<file path="src/rtl/pcnt_pkg.sv">
package pcnt_pkg;
  localparam int unsigned LINES_DEF  = 8;
  localparam int unsigned TALLY_DEF  = 8;

  typedef enum logic [1:0] {
    REF_PRIME = 2'd0,
    REF_CLEAR = 2'd1,
    REF_SAMPLE = 2'd2,
    REF_HOLD = 2'd3
  } ref_act_e;
endpackage

</file>
<file path="src/rtl/pcnt_edge_detect.sv">
module pcnt_edge_detect
  import pcnt_pkg::*;
#(
  parameter int unsigned LINES = LINES_DEF
) (
  input  logic             clk,
  input  logic             rst_n,
  input  logic             strobe_i,
  input  logic             clear_i,
  input  logic [LINES-1:0] pins_i,
  output logic [LINES-1:0] edge_o
);
  logic [LINES-1:0] ref_inv_q, ref_inv_d;
  logic             primed_q, primed_d;
  logic             ref_en;
  ref_act_e         act;

  always_comb begin
    if (!primed_q)      act = REF_PRIME;
    else if (clear_i)   act = REF_CLEAR;
    else if (strobe_i)  act = REF_SAMPLE;
    else                act = REF_HOLD;
  end

  always_comb begin
    ref_inv_d = ref_inv_q;
    primed_d  = primed_q;
    edge_o    = '0;
    ref_en    = 1'b0;
    unique case (act)
      REF_PRIME: begin
        ref_inv_d = ~pins_i;
        primed_d  = 1'b1;
        ref_en    = 1'b1;
      end
      REF_CLEAR: begin
        ref_inv_d = ~pins_i;
        ref_en    = 1'b1;
      end
      REF_SAMPLE: begin
        edge_o    = ref_inv_q & pins_i;
        ref_inv_d = ~pins_i;
        ref_en    = 1'b1;
      end
      default: ;
    endcase
  end

  always_ff @(posedge clk or negedge rst_n) begin
    if (!rst_n) begin
      ref_inv_q <= '0;
      primed_q  <= 1'b0;
    end else if (ref_en) begin
      ref_inv_q <= ref_inv_d;
      primed_q  <= primed_d;
    end
  end

  AST_RISE_ONLY_FROM_LOW: assert property (@(posedge clk) disable iff (!rst_n)
    (strobe_i || clear_i) |=> ((edge_o & $past(pins_i)) == '0));

  AST_CLEAR_BLOCKS_EDGE: assert property (@(posedge clk) disable iff (!rst_n)
    (clear_i && $past(primed_q)) |-> (edge_o == '0));
endmodule

</file>
<file path="src/rtl/pcnt_plane_stack.sv">
module pcnt_plane_stack
  import pcnt_pkg::*;
#(
  parameter int unsigned LINES = LINES_DEF,
  parameter int unsigned TALLY = TALLY_DEF
) (
  input  logic                        clk,
  input  logic                        rst_n,
  input  logic                        clear_i,
  input  logic [LINES-1:0]            carry_in_i,
  output logic [TALLY-1:0][LINES-1:0] planes_o,
  output logic [LINES-1:0]            ovf_o
);
  localparam int unsigned TOP = TALLY - 1;

  logic [TALLY-1:0][LINES-1:0] planes_q, planes_d;
  logic [TALLY:0][LINES-1:0]   carry;
  logic [LINES-1:0]            ovf_q, ovf_d;
  logic                        upd_en;

  assign carry[0] = carry_in_i;

  for (genvar k = 0; k < TALLY; k++) begin : g_plane
    assign carry[k+1] = planes_q[k] & carry[k];
    always_comb begin
      if (clear_i) planes_d[k] = '0;
      else         planes_d[k] = planes_q[k] ^ carry[k];
    end
  end

  always_comb begin
    upd_en = clear_i | (|carry_in_i);
    if (clear_i) ovf_d = '0;
    else         ovf_d = ovf_q | carry[TALLY];
  end

  always_ff @(posedge clk or negedge rst_n) begin
    if (!rst_n) begin
      planes_q <= '0;
      ovf_q    <= '0;
    end else if (upd_en) begin
      planes_q <= planes_d;
      ovf_q    <= ovf_d;
    end
  end

  assign planes_o = planes_q;
  assign ovf_o    = ovf_q;

  AST_IDLE_HOLDS: assert property (@(posedge clk) disable iff (!rst_n)
    (!clear_i && carry_in_i == '0) |=> $stable(planes_q));

  AST_FLAG_STICKY: assert property (@(posedge clk) disable iff (!rst_n)
    !clear_i |=> ((ovf_q & $past(ovf_q)) == $past(ovf_q)));

  AST_FLAG_ON_WRAP: assert property (@(posedge clk) disable iff (!rst_n)
    !clear_i |=> (((ovf_q & ~$past(ovf_q)) & ~($past(planes_q[TOP]) & ~planes_q[TOP])) == '0));

  AST_CLEAR_EMPTIES: assert property (@(posedge clk) disable iff (!rst_n)
    clear_i |=> (planes_q == '0 && ovf_q == '0));
endmodule

</file>
<file path="src/rtl/pcnt_readout.sv">
module pcnt_readout
  import pcnt_pkg::*;
#(
  parameter int unsigned LINES = LINES_DEF,
  parameter int unsigned TALLY = TALLY_DEF,
  localparam int unsigned IDX_W = (LINES > 1) ? $clog2(LINES) : 1
) (
  input  logic                        clk,
  input  logic                        rst_n,
  input  logic [IDX_W-1:0]            rd_ch_i,
  input  logic [TALLY-1:0][LINES-1:0] planes_i,
  output logic [TALLY-1:0]            rd_comb_o,
  output logic [TALLY-1:0]            rd_q_o
);
  logic [LINES-1:0] sel_mask;
  logic [TALLY-1:0] rd_q;
  logic             rd_en;

  for (genvar c = 0; c < LINES; c++) begin : g_mask
    assign sel_mask[c] = (rd_ch_i == IDX_W'(c));
  end

  for (genvar k = 0; k < TALLY; k++) begin : g_gather
    assign rd_comb_o[k] = |(planes_i[k] & sel_mask);
  end

  assign rd_en = 1'b1;

  always_ff @(posedge clk or negedge rst_n) begin
    if (!rst_n)     rd_q <= '0;
    else if (rd_en) rd_q <= rd_comb_o;
  end

  assign rd_q_o = rd_q;

  AST_SEL_SINGLE: assert property (@(posedge clk) disable iff (!rst_n)
    $onehot0(sel_mask));
endmodule

</file>
<file path="src/rtl/bitplane_pulse_counter.sv">
module bitplane_pulse_counter
  import pcnt_pkg::*;
#(
  parameter int unsigned LINES = LINES_DEF,
  parameter int unsigned TALLY = TALLY_DEF,
  localparam int unsigned IDX_W = (LINES > 1) ? $clog2(LINES) : 1
) (
  input  logic             clk,
  input  logic             rst_n,
  input  logic             clear,
  input  logic             sample_en,
  input  logic [LINES-1:0] pins_i,
  input  logic [IDX_W-1:0] rd_ch_i,
  output logic [TALLY-1:0] rd_cnt_o,
  output logic [TALLY-1:0] rd_cnt_q_o,
  output logic [LINES-1:0] ovf_o
);
  logic [LINES-1:0]            edges;
  logic [TALLY-1:0][LINES-1:0] planes;

  pcnt_edge_detect #(.LINES(LINES)) u_edge (
    .clk      (clk),
    .rst_n    (rst_n),
    .strobe_i (sample_en),
    .clear_i  (clear),
    .pins_i   (pins_i),
    .edge_o   (edges)
  );

  pcnt_plane_stack #(.LINES(LINES), .TALLY(TALLY)) u_stack (
    .clk        (clk),
    .rst_n      (rst_n),
    .clear_i    (clear),
    .carry_in_i (edges),
    .planes_o   (planes),
    .ovf_o      (ovf_o)
  );

  pcnt_readout #(.LINES(LINES), .TALLY(TALLY)) u_read (
    .clk       (clk),
    .rst_n     (rst_n),
    .rd_ch_i   (rd_ch_i),
    .planes_i  (planes),
    .rd_comb_o (rd_cnt_o),
    .rd_q_o    (rd_cnt_q_o)
  );

  AST_CLEAR_READS_ZERO: assert property (@(posedge clk) disable iff (!rst_n)
    clear |=> (rd_cnt_o == '0 && ovf_o == '0));

  AST_QUIET_KEEPS_READ: assert property (@(posedge clk) disable iff (!rst_n)
    (!clear && !sample_en && $stable(rd_ch_i)) |=> $stable(rd_cnt_o));
endmodule

</file>
<file path="config.mk">
export PLATFORM = sky130hd
export DESIGN_NAME = bitplane_pulse_counter
export DESIGN_NICKNAME = d
export VERILOG_FILES = /design/src/rtl/pcnt_pkg.sv /design/src/rtl/pcnt_edge_detect.sv /design/src/rtl/pcnt_plane_stack.sv /design/src/rtl/pcnt_readout.sv /design/src/rtl/bitplane_pulse_counter.sv
export SDC_FILE = /design/constraint.sdc
export NUM_CORES = 1
export LEC_CHECK = 0
export CAP_MARGIN = 25
export CORE_MARGIN = 2
export CORE_UTILIZATION = 45
export DETAILED_ROUTE_END_ITERATION = 12
export PLACE_DENSITY_LB_ADDON = 0.05
export RECOVER_POWER = 25
export SLEW_MARGIN = 15
export SYNTH_ARGS = -nofsm -noshare
export SYNTH_HDL_FRONTEND = slang
export SYNTH_SLANG_ARGS = --single-unit
</file>
<file path="constraint.sdc">
create_clock -name clk -period 2.3 [get_ports clk]
set_input_delay 0.23 -clock clk [delete_from_list [all_inputs] [get_ports clk]]
set_output_delay 0.23 -clock clk [all_outputs]
set_load 0.005 [all_outputs]
</file>
# == Word level (Yosys, flattened, before mapping) ==
# Cells that the tools add are included.
# word_totals
ff_bits,89
output_inout_bits,24
wordCells,77
# op_classes
eq_ne,9
n_mux,14
bitwise_logic,28
reduce_logical,14
# ops
cell,n
$and 8x8->8,17
$mux 8,10
$reduce_or 8->1,9
$xor 8x8->8,8
$eq 3x3->1 const B,4
$not 8->8,1
$or 8x8->8,1
$eq 3x2->1 const B,2
$mux 2,2
$reduce_and 2->1,2
$eq 3x1->1 const B,1
$logic_not 3->1,1
$reduce_or 3->1,1
$eq 2x1->1 const B,1
$eq 2x2->1 const B,1
$logic_not 2->1,1
$mux 1,2
$or 1x1->1,1

# == Depth between registers and ports, before layout ==
# Gate-level depths: netlist of run 1.
# logic_depth
depth_word,15
ltp_mapped,13

# == Hierarchy ==
# A second synthesis of run 1 with hierarchy kept.
# unflattened
cells_unflattened,452
hier_area_um2,5555.3
# modules_own_cells
mod,instances,cells_per_inst,area_each_um2,seq_area_each_um2
pcnt_plane_stack,1,378,4385.5,1801.7
pcnt_readout,1,37,750.7,200.2
pcnt_edge_detect,1,37,419.2,225.2

# == Least setup slack after synthesis of run 1 ==
# OpenSTA, ideal clock, no wires.
# synth_path
path_type,reg2reg
from,reg u_edge.primed_q
to,"reg u_stack.planes_q, in the netlist u_stack.planes_o[59]"
t_arrival_ps,2259
required_ps,2175
setup_slack_ps,-84
stages_incl_launch_ff,12
synth_period_minus_slack_ps,2384
cell_sequence,dfrtp_1 nand3b_4 nor2_1 ha_1 ha_1 ha_1 ha_1 ha_1 ha_1 ha_1 ha_1 mux2_4
# synth_via
elab_chain_cells,12
elab_cells_between_ends,14
cone_classes,1 x eq/ne; 3 x mux; 9 x bitwise; 1 x reduce/logical
# synth_rtl
item,line,source
start: declaration,pcnt_edge_detect.sv:14,"logic primed_q, primed_d;"
start signal: assignment,pcnt_edge_detect.sv:55,primed_q <= primed_d;
$mux 2 *,pcnt_edge_detect.sv:19,if (!primed_q) act = REF_PRIME;
$eq 2x2->1 *,pcnt_edge_detect.sv:30,unique case (act)
$mux 8 *,pcnt_edge_detect.sv:30,
$and 8x8->8 (7 in series),pcnt_plane_stack.sv:24,assign carry[k+1] = planes_q[k] & carry[k];
$xor 8x8->8,pcnt_plane_stack.sv:27,else planes_d[k] = planes_q[k] ^ carry[k];
$mux 8,pcnt_plane_stack.sv:26,if (clear_i) planes_d[k] = '0;
end signal: assignment,pcnt_plane_stack.sv:42,planes_q <= planes_d;
end: declaration,pcnt_plane_stack.sv:16,"logic [TALLY-1:0][LINES-1:0] planes_q, planes_d;"
# Mark *: on every way between the ends. The rest lies on a longest branch, timed or not.
# A chain may end at the register's enable or synchronous reset.

# == Worst setup path in the final report of run 1 ==
# layout_path
from,reg u_edge.primed_q
to,"reg u_stack.planes_q, in the netlist u_stack.planes_o[57]"
# The elaborated chain is that of the path after synthesis.

==> results of run 1 <==
flip-flops by register name, indices dropped and copies added, names as in the netlist:
signal / flops
u_stack.ovf_o: 8
u_edge.ref_inv_q: 8
u_stack.planes_o: 64
u_read.rd_q_o: 8
u_edge.primed_q: 1
where the power goes:
part           total, W  internal (W)  leakage (nW)  switching [W]
Sequential      0.00159       0.00158          1.22     0.00000883
Clock           0.00157      0.000942         0.159       0.000629
Combinational  0.000270      0.000114          1.98       0.000156
Total           0.00343       0.00264          3.36       0.000794
final timing paths:
kind                                     start                   end  slack [ns]
setup / recovery               u_edge.primed_q  u_stack.planes_o[57]       -0.16
hold / removal                       pins_i[1]   u_edge.ref_inv_q[1]        0.45
setup reg to reg               u_edge.primed_q  u_stack.planes_o[57]       -0.16
hold reg to reg            u_edge.ref_inv_q[6]   u_edge.ref_inv_q[6]        0.53
max in group asynchronous                rst_n       u_edge.primed_q        0.43
min in group asynchronous                rst_n      u_stack.ovf_o[2]        0.66
critical path: cells and delay by family, from the launching register on:
family / cells / cell delay, ns
mux: 1 / 0.26
buf+inv: 1 / 0.13
simple gates: 2 / 0.19
flops: 1 / 0.45
fa+ha+maj: 8 / 1.32
synthesized netlist by cell type (3+ instances only):
library cell	n
sky130_fd_sc_hd__buf_12	7
sky130_fd_sc_hd__mux2_2	3
sky130_fd_sc_hd__nor2b_1	65
sky130_fd_sc_hd__mux4_2	6
sky130_fd_sc_hd__clkbuf_1	10
sky130_fd_sc_hd__mux2_4	62
sky130_fd_sc_hd__inv_1	17
sky130_fd_sc_hd__mux2_1	4
sky130_fd_sc_hd__o221ai_1	4
sky130_fd_sc_hd__dfrtp_1	89
sky130_fd_sc_hd__mux2i_1	10
sky130_fd_sc_hd__o22ai_1	8
sky130_fd_sc_hd__nand2_1	12
sky130_fd_sc_hd__a21oi_1	10
sky130_fd_sc_hd__ha_1	64
sky130_fd_sc_hd__nor2_1	21
sky130_fd_sc_hd__buf_2	5
through the flow:
step	setup TNS, ns	std cells	total power (W)	cell area (um2)	hold WS, ns
final	-0.495	633	0.00343	7220	0.454
after floorplan	-0.0108	421	0.00176	5530	-0.0656
after CTS	-1.09	627	0.00347	6770	0.444
after global placement	-13.27	607	0.00187	6080	0.311
after detailed placement	-13.93	607	0.00187	6080	0.299
after global routing	-1.07	633	0.00356	7220	0.459
kinds of logic (layout without fill, tap and decap cells):
logic type      after synthesis  after routing
compound gates               35             35
fa+ha+maj                    64             64
buf+inv                      41            105
flops                        89             89
mux                          85             85
other cells                   1              1
simple gates                106            107
per-layer routing:
layer	track usage	share of wire	vias up
li1	-	-	1602
met1	0.232	0.45	1674
met2	0.320	0.51	43
met3	0.0367	0.029	11
met4	0.0634	0.014	0
met5	0	0	-
timing repair:
action,in CTS,in global routing
hold buffers,1,0
pin swaps,2,7
gates resized for setup,46,53
endpoints found under the hold margin,45,0
cloned,2,0
endpoints found under the setup margin,25,22
setup buffers,1,6
layout make-up:
class,count,share of cell area
inverter,17,0.00884
sequential,89,0.309
clock buffer,9,0.0312
timing repair buffer,72,0.0962
multi-input combinational,292,0.518
clock inverter,7,0.0118
tap,147,0.0255
==> metrics.txt, run 1 <==
# TYPE chip_impl_metric gauge
chip_impl_info{name="run_status",value="complete, but fails checks"} 1
chip_impl_info{name="failed_checks",value="setup timing"} 1
chip_impl_metric{name="syn-num-nets",unit=""} 500
chip_impl_metric{name="max_clock_freq",unit="MHz"} 406
chip_impl_metric{name="top_level_ports",unit=""} 39
chip_impl_metric{name="initialDrtViolationCount",unit=""} 101
chip_impl_metric{name="buffer_ports.inserted",unit=""} 38
chip_impl_metric{name="clkSlewWorstSetupHoldPaths",unit="ns"} 0.07
chip_impl_metric{name="layout-drive-gt1-share",unit=""} 0.418
chip_impl_metric{name="synth_mux_area_frac",unit=""} 0.230
chip_impl_metric{name="layout.nets",unit=""} 560
chip_impl_metric{name="drtPass1Iterations",unit=""} 4
chip_impl_metric{name="post_synth_instance_area",unit="um2"} 5410
chip_impl_metric{name="slew_viol_final",unit=""} 0
chip_impl_metric{name="finClkSkew",unit="ns"} 0.00820
chip_impl_metric{name="r2r.worst_path.cells",unit=""} 12
chip_impl_metric{name="syn-instance-count",unit=""} 421
chip_impl_metric{name="ff_latch_area",unit="um2"} 2230
chip_impl_metric{name="synth_cell_types",unit=""} 35
chip_impl_metric{name="dieArea",unit="um2"} 12900
chip_impl_info{name="postSynth.topFlopCell",value="sky130_fd_sc_hd__dfrtp_1"} 1
chip_impl_metric{name="worstMarginPinSlew",unit="ns"} 1.22
chip_impl_metric{name="finalWorstPathRequiredPeriod",unit="ns"} 2.46
chip_impl_metric{name="synth_async_sr_flop_share",unit=""} 1.00
chip_impl_metric{name="timing.critical_path.required",unit="ns"} 2.54
chip_impl_metric{name="die_h",unit="um"} 114
chip_impl_metric{name="synth.yosys.seq_area_share",unit=""} 0.412
chip_impl_metric{name="clockBufferDepth",unit=""} 2
chip_impl_metric{name="p_per_area",unit="nW/um2"} 475
chip_impl_metric{name="synth-warning-count",unit=""} 0
chip_impl_info{name="layout_common_cells",value="sky130_fd_sc_hd__dfrtp_1 (88), sky130_fd_sc_hd__nor2b_1 (65), sky130_fd_sc_hd__mux2_4 (62)"} 1
chip_impl_metric{name="worst_hold_path.num_cells",unit=""} 2
chip_impl_metric{name="post_drt_via_cell_ratio",unit=""} 5.26
chip_impl_metric{name="leakage",unit="nW"} 3.36
chip_impl_metric{name="peak_per_stage_delay_on_the_critical_path",unit="ns"} 0.45
chip_impl_metric{name="placeable_core_region",unit="um2"} 11900
chip_impl_metric{name="yosysTopAreaCellShare",unit=""} 0.412
chip_impl_metric{name="postSynthRegisterBits",unit=""} 89
chip_impl_metric{name="synth_area_per_cell",unit="um2"} 12.9
chip_impl_info{name="timing.critical_path.slowest_stage_cell",value="sky130_fd_sc_hd__dfrtp_2"} 1
chip_impl_info{name="synth_top_family_by_area",value="multiplexers"} 1
chip_impl_metric{name="arithmetic_cell_share_of_the_synthesized_area_counting_full_adders_half_adders_and_majority_gates",unit=""} 0.148
chip_impl_metric{name="tritoncts_num_sinks",unit=""} 89
chip_impl_metric{name="cp_max_fo",unit=""} 5
chip_impl_metric{name="synth_simple_gate_area_frac",unit=""} 0.111
chip_impl_metric{name="detail_route.wl_per_cell",unit="um"} 17.9
chip_impl_metric{name="setup_viol_count_final",unit=""} 7
chip_impl_metric{name="timing_hold_violations_final",unit=""} 0
chip_impl_metric{name="number_of_buffers_inserted_during_clock_tree_synthesis",unit=""} 9
chip_impl_metric{name="complex_gate_fraction_of_the_synthesized_area",unit=""} 0.0456
chip_impl_metric{name="finalWeightedCongestion",unit=""} 0.744
chip_impl_metric{name="placementRows",unit=""} 40
chip_impl_metric{name="synthXorXnorAreaFrac",unit=""} 0
chip_impl_info{name="netlist_top_cells_area",value="sky130_fd_sc_hd__dfrtp_1 (41%), sky130_fd_sc_hd__mux2_4 (17%), sky130_fd_sc_hd__ha_1 (15%), sky130_fd_sc_hd__nor2b_1 (7.5%), sky130_fd_sc_hd__buf_12 (2.6%)"} 1
chip_impl_info{name="critPathKind",value="reg -> reg"} 1
chip_impl_metric{name="post_placement_worst_setup_slack",unit="ns"} -0.648
chip_impl_metric{name="ir_drop",unit="mV"} 0.370
chip_impl_info{name="worstPathCellList",value="nand3b_4 -> buf_6 -> nor2_4 -> ha_4 -> ha_4 -> ha_4 -> ha_4 -> ha_4 -> ha_4 -> ha_4 -> ha_4 -> mux2_4"} 1
chip_impl_metric{name="area_growth_syn_to_layout",unit="%"} 33.5
chip_impl_metric{name="synth_enable_flop_cells",unit=""} 0
chip_impl_metric{name="dr_total_vias",unit=""} 3330
chip_impl_metric{name="totalWireLength",unit="um"} 11300
chip_impl_metric{name="ant_nets",unit=""} 0
chip_impl_info{name="crit_path_frequent_cell",value="sky130_fd_sc_hd__ha_4"} 1
chip_impl_metric{name="die_w",unit="um"} 114
chip_impl_metric{name="floorplan.initialDensity",unit=""} 0.456
chip_impl_metric{name="fin_util",unit=""} 0.609
chip_impl_metric{name="slew-limit-headroom",unit=""} 0.185
chip_impl_metric{name="final.period_utilization",unit=""} 1.07
chip_impl_metric{name="fin_ws",unit="ns"} -0.163
chip_impl_info{name="critPathLaunchType",value="flip-flop"} 1
chip_impl_metric{name="drv.max_cap_violation_count",unit=""} 0
chip_impl_metric{name="layout.filler_cells",unit=""} 959
chip_impl_info{name="grt_setup_unrepaired",value="yes"} 1
chip_impl_metric{name="grt_max_degree",unit=""} 74
chip_impl_info{name="yosysTopAreaCell",value="sky130_fd_sc_hd__dfrtp_1"} 1
chip_impl_metric{name="htreeDepth",unit=""} 3
chip_impl_metric{name="number_of_diodes_added_for_antenna_fixing",unit=""} 0
chip_impl_metric{name="detailedPlacementHpwl",unit="um"} 7520
chip_impl_info{name="min-delay-path-class",value="in -> reg"} 1
chip_impl_metric{name="worst_ep_arrival_time",unit="ns"} 2.70
chip_impl_info{name="cts_tree",value="built"} 1
chip_impl_metric{name="multi_input_comb_area",unit="um2"} 3740
chip_impl_metric{name="grt_pass1_wl",unit="um"} 18400
chip_impl_metric{name="number_of_antenna_violations_at_the_first_check_in_global_routing",unit=""} 0
chip_impl_info{name="cts-root-buf",value="sky130_fd_sc_hd__clkbuf_16"} 1
chip_impl_metric{name="overflow",unit=""} 0
chip_impl_info{name="final_common_cell",value="sky130_fd_sc_hd__dfrtp_1"} 1
chip_impl_metric{name="grtUsageTotal",unit=""} 0.185
chip_impl_info{name="timing.critical_path.to_type",value="flip-flop"} 1
chip_impl_metric{name="drt_drc_violations_left",unit=""} 0
chip_impl_metric{name="clock_insertion_delay_at_the_later_pin_of_the_skew_report",unit="ns"} 0.35
chip_impl_metric{name="via_count_of_the_first_global_routing_pass",unit=""} 3513
No activity file was read; power rests on OpenSTA's default activity.
==> run 2, diff against run 1 <==
--- a/config.mk
+++ b/config.mk
@@ -6,8 +6,7 @@
 export NUM_CORES = 1
 export LEC_CHECK = 0
 export CAP_MARGIN = 25
-export CORE_MARGIN = 2
-export CORE_UTILIZATION = 45
+export CORE_UTILIZATION = 35
 export DETAILED_ROUTE_END_ITERATION = 12
 export PLACE_DENSITY_LB_ADDON = 0.05
 export RECOVER_POWER = 25
==> run 2 against run 1 <==
Net effect: the run still ends with setup timing left; first-iteration DRC count grew 37%; die area grew 24%; wire length grew 8.1%; clock skew grew 0.00068 ns; sequential power is essentially flat; worst setup slack gained 0.039 ns; hold slack gained 0.0021 ns; via count shrank 0.30%; clock power shrank 4%; fmax grew 1.6%; sequential cell count is the same; critical endpoint is now u_stack.planes_o[62].
==> metrics.txt, run 2 (same netlist as run 1, synthesis figures left out) <==
# TYPE chip_impl_metric gauge
chip_impl_info{name="failed_checks",value="setup timing"} 1
chip_impl_metric{name="worst_ep_arrival_time",unit="ns"} 2.66
chip_impl_metric{name="stdcell_area",unit="um2"} 7370
chip_impl_metric{name="die_h",unit="um"} 126
chip_impl_metric{name="internal_power",unit="W"} 0.00259
chip_impl_metric{name="buffer_ports.inserted",unit=""} 38
chip_impl_info{name="regToRegStartpoint",value="u_edge.primed_q"} 1
chip_impl_metric{name="peak_per_stage_delay_on_the_critical_path",unit="ns"} 0.46
chip_impl_metric{name="area_growth_syn_to_layout",unit="%"} 36.3
chip_impl_info{name="worstPathCellList",value="nand3b_4 -> buf_4 -> nor2_2 -> ha_2 -> ha_4 -> ha_4 -> ha_4 -> ha_4 -> ha_4 -> ha_4 -> ha_4 -> mux2_4"} 1
chip_impl_metric{name="tritoncts_num_sinks",unit=""} 89
chip_impl_metric{name="finClkSkew",unit="ns"} 0.00888
chip_impl_metric{name="timing_hold_violations_final",unit=""} 0
chip_impl_metric{name="drt_drc_violations_left",unit=""} 0
chip_impl_metric{name="dr_total_vias",unit=""} 3320
chip_impl_info{name="critPathKind",value="reg -> reg"} 1
chip_impl_metric{name="initialDrtViolationCount",unit=""} 138
chip_impl_info{name="worstHoldStart",value="pins_i[6]"} 1
chip_impl_metric{name="p_switching",unit="W"} 0.000787
chip_impl_metric{name="dieArea",unit="um2"} 16000
chip_impl_info{name="grt_setup_unrepaired",value="yes"} 1
chip_impl_metric{name="detail_route.wl_per_cell",unit="um"} 17.9
chip_impl_metric{name="ant_nets",unit=""} 0
chip_impl_metric{name="floorplan.initialDensity",unit=""} 0.357
chip_impl_metric{name="htreeDepth",unit=""} 3
chip_impl_info{name="final_common_cell",value="sky130_fd_sc_hd__dfrtp_1"} 1
chip_impl_metric{name="layout.nets",unit=""} 571
chip_impl_info{name="cts_tree",value="built"} 1
chip_impl_metric{name="worst_hold_path.num_cells",unit=""} 2
chip_impl_metric{name="drtPass1Iterations",unit=""} 4
chip_impl_metric{name="top_level_ports",unit=""} 39
chip_impl_info{name="crit_path_frequent_cell",value="sky130_fd_sc_hd__ha_4"} 1
chip_impl_metric{name="placementRows",unit=""} 45
chip_impl_metric{name="flip_flop_count_of_the_largest_register_after_layout",unit=""} 64
chip_impl_info{name="min-delay-path-class",value="in -> reg"} 1
chip_impl_metric{name="cp_max_fo",unit=""} 4
chip_impl_metric{name="clkSlewWorstSetupHoldPaths",unit="ns"} 0.06
chip_impl_metric{name="clockBufferDepth",unit=""} 2
chip_impl_metric{name="overflow",unit=""} 0
chip_impl_info{name="critPathLaunchType",value="flip-flop"} 1
chip_impl_info{name="critical-path-top-delay-family",value="adder cells"} 1
chip_impl_metric{name="slew_viol_final",unit=""} 0
chip_impl_metric{name="via_count_of_the_first_global_routing_pass",unit=""} 3521
chip_impl_metric{name="grt_pass1_wl",unit="um"} 20000
chip_impl_metric{name="max_clock_freq",unit="MHz"} 413
chip_impl_info{name="hold-path-endpoint",value="u_edge.ref_inv_q[6]"} 1
chip_impl_info{name="crit-reg2reg-capture",value="u_stack.planes_o[62]"} 1
chip_impl_info{name="layout_common_cells",value="sky130_fd_sc_hd__dfrtp_1 (87), sky130_fd_sc_hd__mux2_4 (64), sky130_fd_sc_hd__nor2b_1 (63)"} 1
chip_impl_metric{name="detailedPlacementHpwl",unit="um"} 8000
chip_impl_metric{name="post_drt_via_cell_ratio",unit=""} 4.85
chip_impl_metric{name="clock_insertion_delay_at_the_later_pin_of_the_skew_report",unit="ns"} 0.35
chip_impl_metric{name="layout-drive-gt1-share",unit=""} 0.427
chip_impl_info{name="cts-root-buf",value="sky130_fd_sc_hd__clkbuf_16"} 1
chip_impl_metric{name="number_of_antenna_violations_at_the_first_check_in_global_routing",unit=""} 0
chip_impl_metric{name="finalWorstPathRequiredPeriod",unit="ns"} 2.42
chip_impl_metric{name="leakage",unit="nW"} 3.38
chip_impl_metric{name="placeable_core_region",unit="um2"} 15100
chip_impl_metric{name="post_dp_cell_area",unit="um2"} 6180
chip_impl_metric{name="number_of_diodes_added_for_antenna_fixing",unit=""} 0
chip_impl_metric{name="power_switching_share",unit=""} 0.233
chip_impl_info{name="timing.critical_path.slowest_stage_cell",value="sky130_fd_sc_hd__dfrtp_2"} 1
chip_impl_metric{name="pwr-share-comb",unit=""} 0.085
chip_impl_metric{name="ir_drop",unit="mV"} 0.376
chip_impl_metric{name="fin_util",unit=""} 0.487
chip_impl_metric{name="final.period_utilization",unit=""} 1.05
chip_impl_metric{name="ff2ff_setup_slack",unit="ns"} -0.12
chip_impl_metric{name="grt_max_degree",unit=""} 74
chip_impl_metric{name="grtUsageTotal",unit=""} 0.167
chip_impl_info{name="timing.critical_path.to_type",value="flip-flop"} 1
chip_impl_metric{name="cp_num_buf_inv",unit=""} 1
chip_impl_metric{name="clock_share_of_power",unit=""} 0.445
chip_impl_metric{name="number_of_buffers_inserted_during_clock_tree_synthesis",unit=""} 9
chip_impl_metric{name="worstMarginPinSlew",unit="ns"} 1.13
chip_impl_metric{name="finalWeightedCongestion",unit=""} 0.714
chip_impl_info{name="run_status",value="complete, but fails checks"} 1
chip_impl_metric{name="post_route_setup_tns",unit="ns"} -0.803
chip_impl_metric{name="die_w",unit="um"} 126
chip_impl_metric{name="timing.critical_path.required",unit="ns"} 2.54
chip_impl_metric{name="slew-limit-headroom",unit=""} 0.246
chip_impl_metric{name="totalWireLength",unit="um"} 12300
chip_impl_metric{name="drv.max_cap_violation_count",unit=""} 0
chip_impl_metric{name="r2r.worst_path.cells",unit=""} 12
chip_impl_metric{name="fin_ws",unit="ns"} -0.124
chip_impl_metric{name="setup_viol_count_final",unit=""} 8
chip_impl_metric{name="p_per_area",unit="nW/um2"} 459
chip_impl_metric{name="p_seq_frac",unit=""} 0.470
## run 2: power by group through the flow
| stage | clock network [W] | logic (W) | registers (W) |
|---|---|---|---|
| after floorplan | 0 | 0.000145 | 0.00162 |
| after global placement | 0 | 0.000269 | 0.00162 |
| after detailed placement | 0 | 0.000269 | 0.00162 |
| after CTS | 0.00156 | 0.000294 | 0.00159 |
| after global routing | 0.00163 | 0.000313 | 0.00159 |
| final | 0.00150 | 0.000286 | 0.00159 |
## run 2: layout make-up
cell class	instances	area [um2]
multi-input combinational	292	3760
clock inverter	3	40.0
tap	188	235
inverter	17	63.8
timing repair buffer	83	787
clock buffer	12	256
fill	1329	7770
sequential	89	2230
## run 2: worst max-delay path by stage
stage,cells after the start,slack [ns],start,end
after floorplan,11,-0.01,u_edge.primed_q,u_stack.planes_o[59]
after global placement,12,-0.67,sample_en,u_stack.planes_o[61]
after detailed placement,12,-0.66,sample_en,u_stack.planes_o[61]
after CTS,11,-0.13,u_edge.primed_q,u_stack.planes_o[56]
after global routing,12,-0.18,u_edge.primed_q,u_stack.planes_o[62]
final,12,-0.12,u_edge.primed_q,u_stack.planes_o[62]
## run 2: what timing repair did
item / CTS / global route
buffers inserted: 4 / 10
cloned: 2 / 0
pin swaps: 15 / 15
hold buffers: 1 / 0
endpoints found under the hold margin: 41 / 0
gates resized for setup: 94 / 9
setup endpoints to repair: 25 / 19
## run 2: routing by layer
metal  global-route usage  wire length (um)
met1                0.210              5500
met2                0.288              6340
met3               0.0396               291
met4               0.0446               129
met5                    0                 0
## run 2: stage by stage
| step | cells | setup slack (ns) | power (W) | hold slack (ns) |
|---|---|---|---|---|
| 2_1_floorplan | 421 | -0.0108 | 0.00176 | -0.0656 |
| 3_3_place_gp | 652 | -0.673 | 0.00189 | 0.290 |
| 3_5_place_dp | 652 | -0.661 | 0.00189 | 0.288 |
| 4_1_cts | 674 | -0.134 | 0.00344 | 0.444 |
| 5_1_grt | 684 | -0.177 | 0.00353 | 0.451 |
| 6_report | 684 | -0.124 | 0.00338 | 0.456 |
==> run 3, diff against run 2 <==
--- a/config.mk
+++ b/config.mk
@@ -6,6 +6,7 @@
 export NUM_CORES = 1
 export LEC_CHECK = 0
 export CAP_MARGIN = 25
+export CORE_MARGIN = 2
 export CORE_UTILIZATION = 35
 export DETAILED_ROUTE_END_ITERATION = 12
 export PLACE_DENSITY_LB_ADDON = 0.05
@@ -14,3 +15,4 @@
 export SYNTH_ARGS = -nofsm -noshare
 export SYNTH_HDL_FRONTEND = slang
 export SYNTH_SLANG_ARGS = --single-unit
+export TNS_END_PERCENT = 5
==> run 3 against run 2 <==
Net effect: the run still ends with setup timing left; non-clock buffer count down 14; clock power hardly changed; core utilization is 1.2 points lower; wire length increased by 0.60%; highest routed layer unchanged; largest power group unchanged; clock-buffer cell count did not move; die area up 3.2%; sequential cell count unchanged; combinational power shrank 4%; power rose by 0.17%.
==> metrics.txt, run 3 (same netlist as run 1, synthesis figures left out) <==
# TYPE chip_impl_metric gauge
chip_impl_info{name="run_status",value="complete, but fails checks"} 1
chip_impl_info{name="failed_checks",value="setup timing"} 1
chip_impl_metric{name="stdcell_area",unit="um2"} 7190
chip_impl_metric{name="htreeDepth",unit=""} 3
chip_impl_metric{name="drv.max_cap_violation_count",unit=""} 0
chip_impl_metric{name="clockBufferDepth",unit=""} 2
chip_impl_metric{name="worst_ep_arrival_time",unit="ns"} 2.63
chip_impl_metric{name="drt_drc_violations_left",unit=""} 0
chip_impl_info{name="grt_setup_unrepaired",value="yes"} 1
chip_impl_info{name="final_common_cell",value="sky130_fd_sc_hd__dfrtp_1"} 1
chip_impl_metric{name="die_h",unit="um"} 128
chip_impl_metric{name="worstMarginPinSlew",unit="ns"} 1.14
chip_impl_metric{name="number_of_buffers_inserted_during_clock_tree_synthesis",unit=""} 9
chip_impl_metric{name="via_count_of_the_first_global_routing_pass",unit=""} 3525
chip_impl_metric{name="finClkSkew",unit="ns"} 0.00513
chip_impl_info{name="min-delay-path-class",value="in -> reg"} 1
chip_impl_metric{name="number_of_standard_cells_in_the_final_layout_excluding_fillers",unit=""} 670
chip_impl_metric{name="post_route_setup_tns",unit="ns"} -0.537
chip_impl_metric{name="finalWeightedCongestion",unit=""} 0.759
chip_impl_metric{name="slew-limit-headroom",unit=""} 0.239
chip_impl_info{name="critPathLaunchType",value="flip-flop"} 1
chip_impl_metric{name="max_clock_freq",unit="MHz"} 417
chip_impl_metric{name="tritoncts_num_sinks",unit=""} 89
chip_impl_metric{name="clkSlewWorstSetupHoldPaths",unit="ns"} 0.06
chip_impl_metric{name="grt_max_degree",unit=""} 74
chip_impl_metric{name="number_of_diodes_added_for_antenna_fixing",unit=""} 0
chip_impl_metric{name="grt_pass1_wl",unit="um"} 19900
chip_impl_metric{name="setup_viol_count_final",unit=""} 8
chip_impl_metric{name="buffer_ports.inserted",unit=""} 38
chip_impl_metric{name="grtUsageTotal",unit=""} 0.160
chip_impl_metric{name="dieArea",unit="um2"} 16500
chip_impl_metric{name="detailedPlacementHpwl",unit="um"} 8210
chip_impl_metric{name="power",unit="W"} 0.00339
chip_impl_metric{name="drtPass1Iterations",unit=""} 4
chip_impl_metric{name="floorplan.initialDensity",unit=""} 0.357
chip_impl_info{name="cts-root-buf",value="sky130_fd_sc_hd__clkbuf_16"} 1
chip_impl_metric{name="cp_max_fo",unit=""} 5
chip_impl_metric{name="dp.cells",unit=""} 652
chip_impl_info{name="layout_common_cells",value="sky130_fd_sc_hd__dfrtp_1 (88), sky130_fd_sc_hd__nor2b_1 (65), sky130_fd_sc_hd__mux2_4 (64)"} 1
chip_impl_metric{name="post_placement_worst_setup_slack",unit="ns"} -0.583
chip_impl_metric{name="timing_hold_violations_final",unit=""} 0
chip_impl_metric{name="totalWireLength",unit="um"} 12300
chip_impl_metric{name="layout.nets",unit=""} 557
chip_impl_metric{name="ant_nets",unit=""} 0
chip_impl_metric{name="ir_drop",unit="mV"} 0.292
chip_impl_info{name="critPathKind",value="reg -> reg"} 1
chip_impl_metric{name="fin_ws",unit="ns"} -0.0982
chip_impl_metric{name="detail_route.wl_per_cell",unit="um"} 18.4
chip_impl_metric{name="final.period_utilization",unit=""} 1.04
chip_impl_metric{name="multi_input_comb_area",unit="um2"} 3710
chip_impl_metric{name="overflow",unit=""} 0
chip_impl_metric{name="number_of_antenna_violations_at_the_first_check_in_global_routing",unit=""} 0
chip_impl_metric{name="die_w",unit="um"} 128
chip_impl_metric{name="placementRows",unit=""} 45
chip_impl_metric{name="layout-drive-gt1-share",unit=""} 0.409
chip_impl_metric{name="ff_latch_area",unit="um2"} 2230
chip_impl_metric{name="layout.filler_cells",unit=""} 1369
chip_impl_metric{name="initialDrtViolationCount",unit=""} 199
chip_impl_metric{name="leakage",unit="nW"} 3.27
chip_impl_metric{name="timing.critical_path.required",unit="ns"} 2.53
chip_impl_metric{name="placeable_core_region",unit="um2"} 15100
chip_impl_metric{name="post_drt_via_cell_ratio",unit=""} 4.91
chip_impl_metric{name="area_growth_syn_to_layout",unit="%"} 32.9
chip_impl_info{name="timing.critical_path.to_type",value="flip-flop"} 1
chip_impl_metric{name="clock_insertion_delay_at_the_later_pin_of_the_skew_report",unit="ns"} 0.34
chip_impl_metric{name="p_per_area",unit="nW/um2"} 471
chip_impl_metric{name="post_dp_cell_area",unit="um2"} 6160
chip_impl_metric{name="slew_viol_final",unit=""} 0
chip_impl_metric{name="finalWorstPathRequiredPeriod",unit="ns"} 2.40
chip_impl_info{name="cts_tree",value="built"} 1
chip_impl_metric{name="top_level_ports",unit=""} 39
chip_impl_metric{name="flip_flop_count_of_the_largest_register_after_layout",unit=""} 64
chip_impl_metric{name="dr_total_vias",unit=""} 3290
[run 3: layer usage]
metal  share of wire  vias to the layer above  wire length, um  global-route usage
met1            0.44                     1651             5460               0.200
met5               0                        -                0                   0
li1                -                     1586                -                   -
met4           0.017                        0              205              0.0640
met2            0.52                       42             6420               0.279
met3           0.021                       11              254              0.0212
[run 3: worst paths after layout]
kind	depth (start not counted)	slack (ns)	end	start
setup / recovery	11	-0.1	u_stack.planes_o[56]	u_edge.primed_q
hold / removal	2	0.46	u_edge.ref_inv_q[4]	pins_i[4]
setup reg to reg	11	-0.1	u_stack.planes_o[56]	u_edge.primed_q
hold reg to reg	2	0.53	u_stack.ovf_o[7]	u_stack.ovf_o[7]
max in group asynchronous	3	0.30	u_edge.primed_q	rst_n
min in group asynchronous	2	0.63	u_stack.planes_o[63]	rst_n
[run 3: area by class of cell]
| cell class | count | area share |
|---|---|---|
| Inverter | 17 | 0.00888 |
| Tap cell | 188 | 0.0327 |
| Multi-Input combinational cell | 292 | 0.516 |
| Sequential cell | 89 | 0.310 |
| Clock buffer | 12 | 0.0357 |
| Clock inverter | 3 | 0.00557 |
| Timing Repair Buffer | 69 | 0.0914 |
[run 3: where the power goes]
part           leakage [nW]  switching, W  internal, W
sequential             1.22    0.00000837      0.00158
clock                 0.148      0.000631     0.000893
combinational          1.90      0.000161     0.000113
total                  3.27      0.000800      0.00259
[run 3: metrics by stage]
step           hold WS [ns]   util
6_report              0.460  0.475
5_1_grt               0.468  0.475
4_1_cts               0.318  0.457
3_5_place_dp          0.144  0.407
3_3_place_gp          0.141  0.407
2_1_floorplan       -0.0656      -
[run 3: worst max-delay path: stages, from the launching register on]
cell and delay, ns:
sky130_fd_sc_hd__dfrtp_2 0.45, sky130_fd_sc_hd__nand3b_4 0.19, sky130_fd_sc_hd__nor2_2 0.05, sky130_fd_sc_hd__ha_2 0.18
sky130_fd_sc_hd__ha_4 0.16, sky130_fd_sc_hd__ha_4 0.15, sky130_fd_sc_hd__ha_4 0.16, sky130_fd_sc_hd__ha_4 0.16
sky130_fd_sc_hd__ha_4 0.16, sky130_fd_sc_hd__ha_4 0.15, sky130_fd_sc_hd__ha_4 0.20, sky130_fd_sc_hd__mux2_4 0.26
[run 3: repair_timing]
action / 4_1_cts / 5_1_grt
hold endpoints to repair: 17 / 0
pin swaps: 6 / 5
endpoints found under the setup margin: 24 / 19
gates cloned: 1 / 0
hold buffers: 1 / 0
setup buffers: 1 / 0
gates resized for setup: 75 / 37
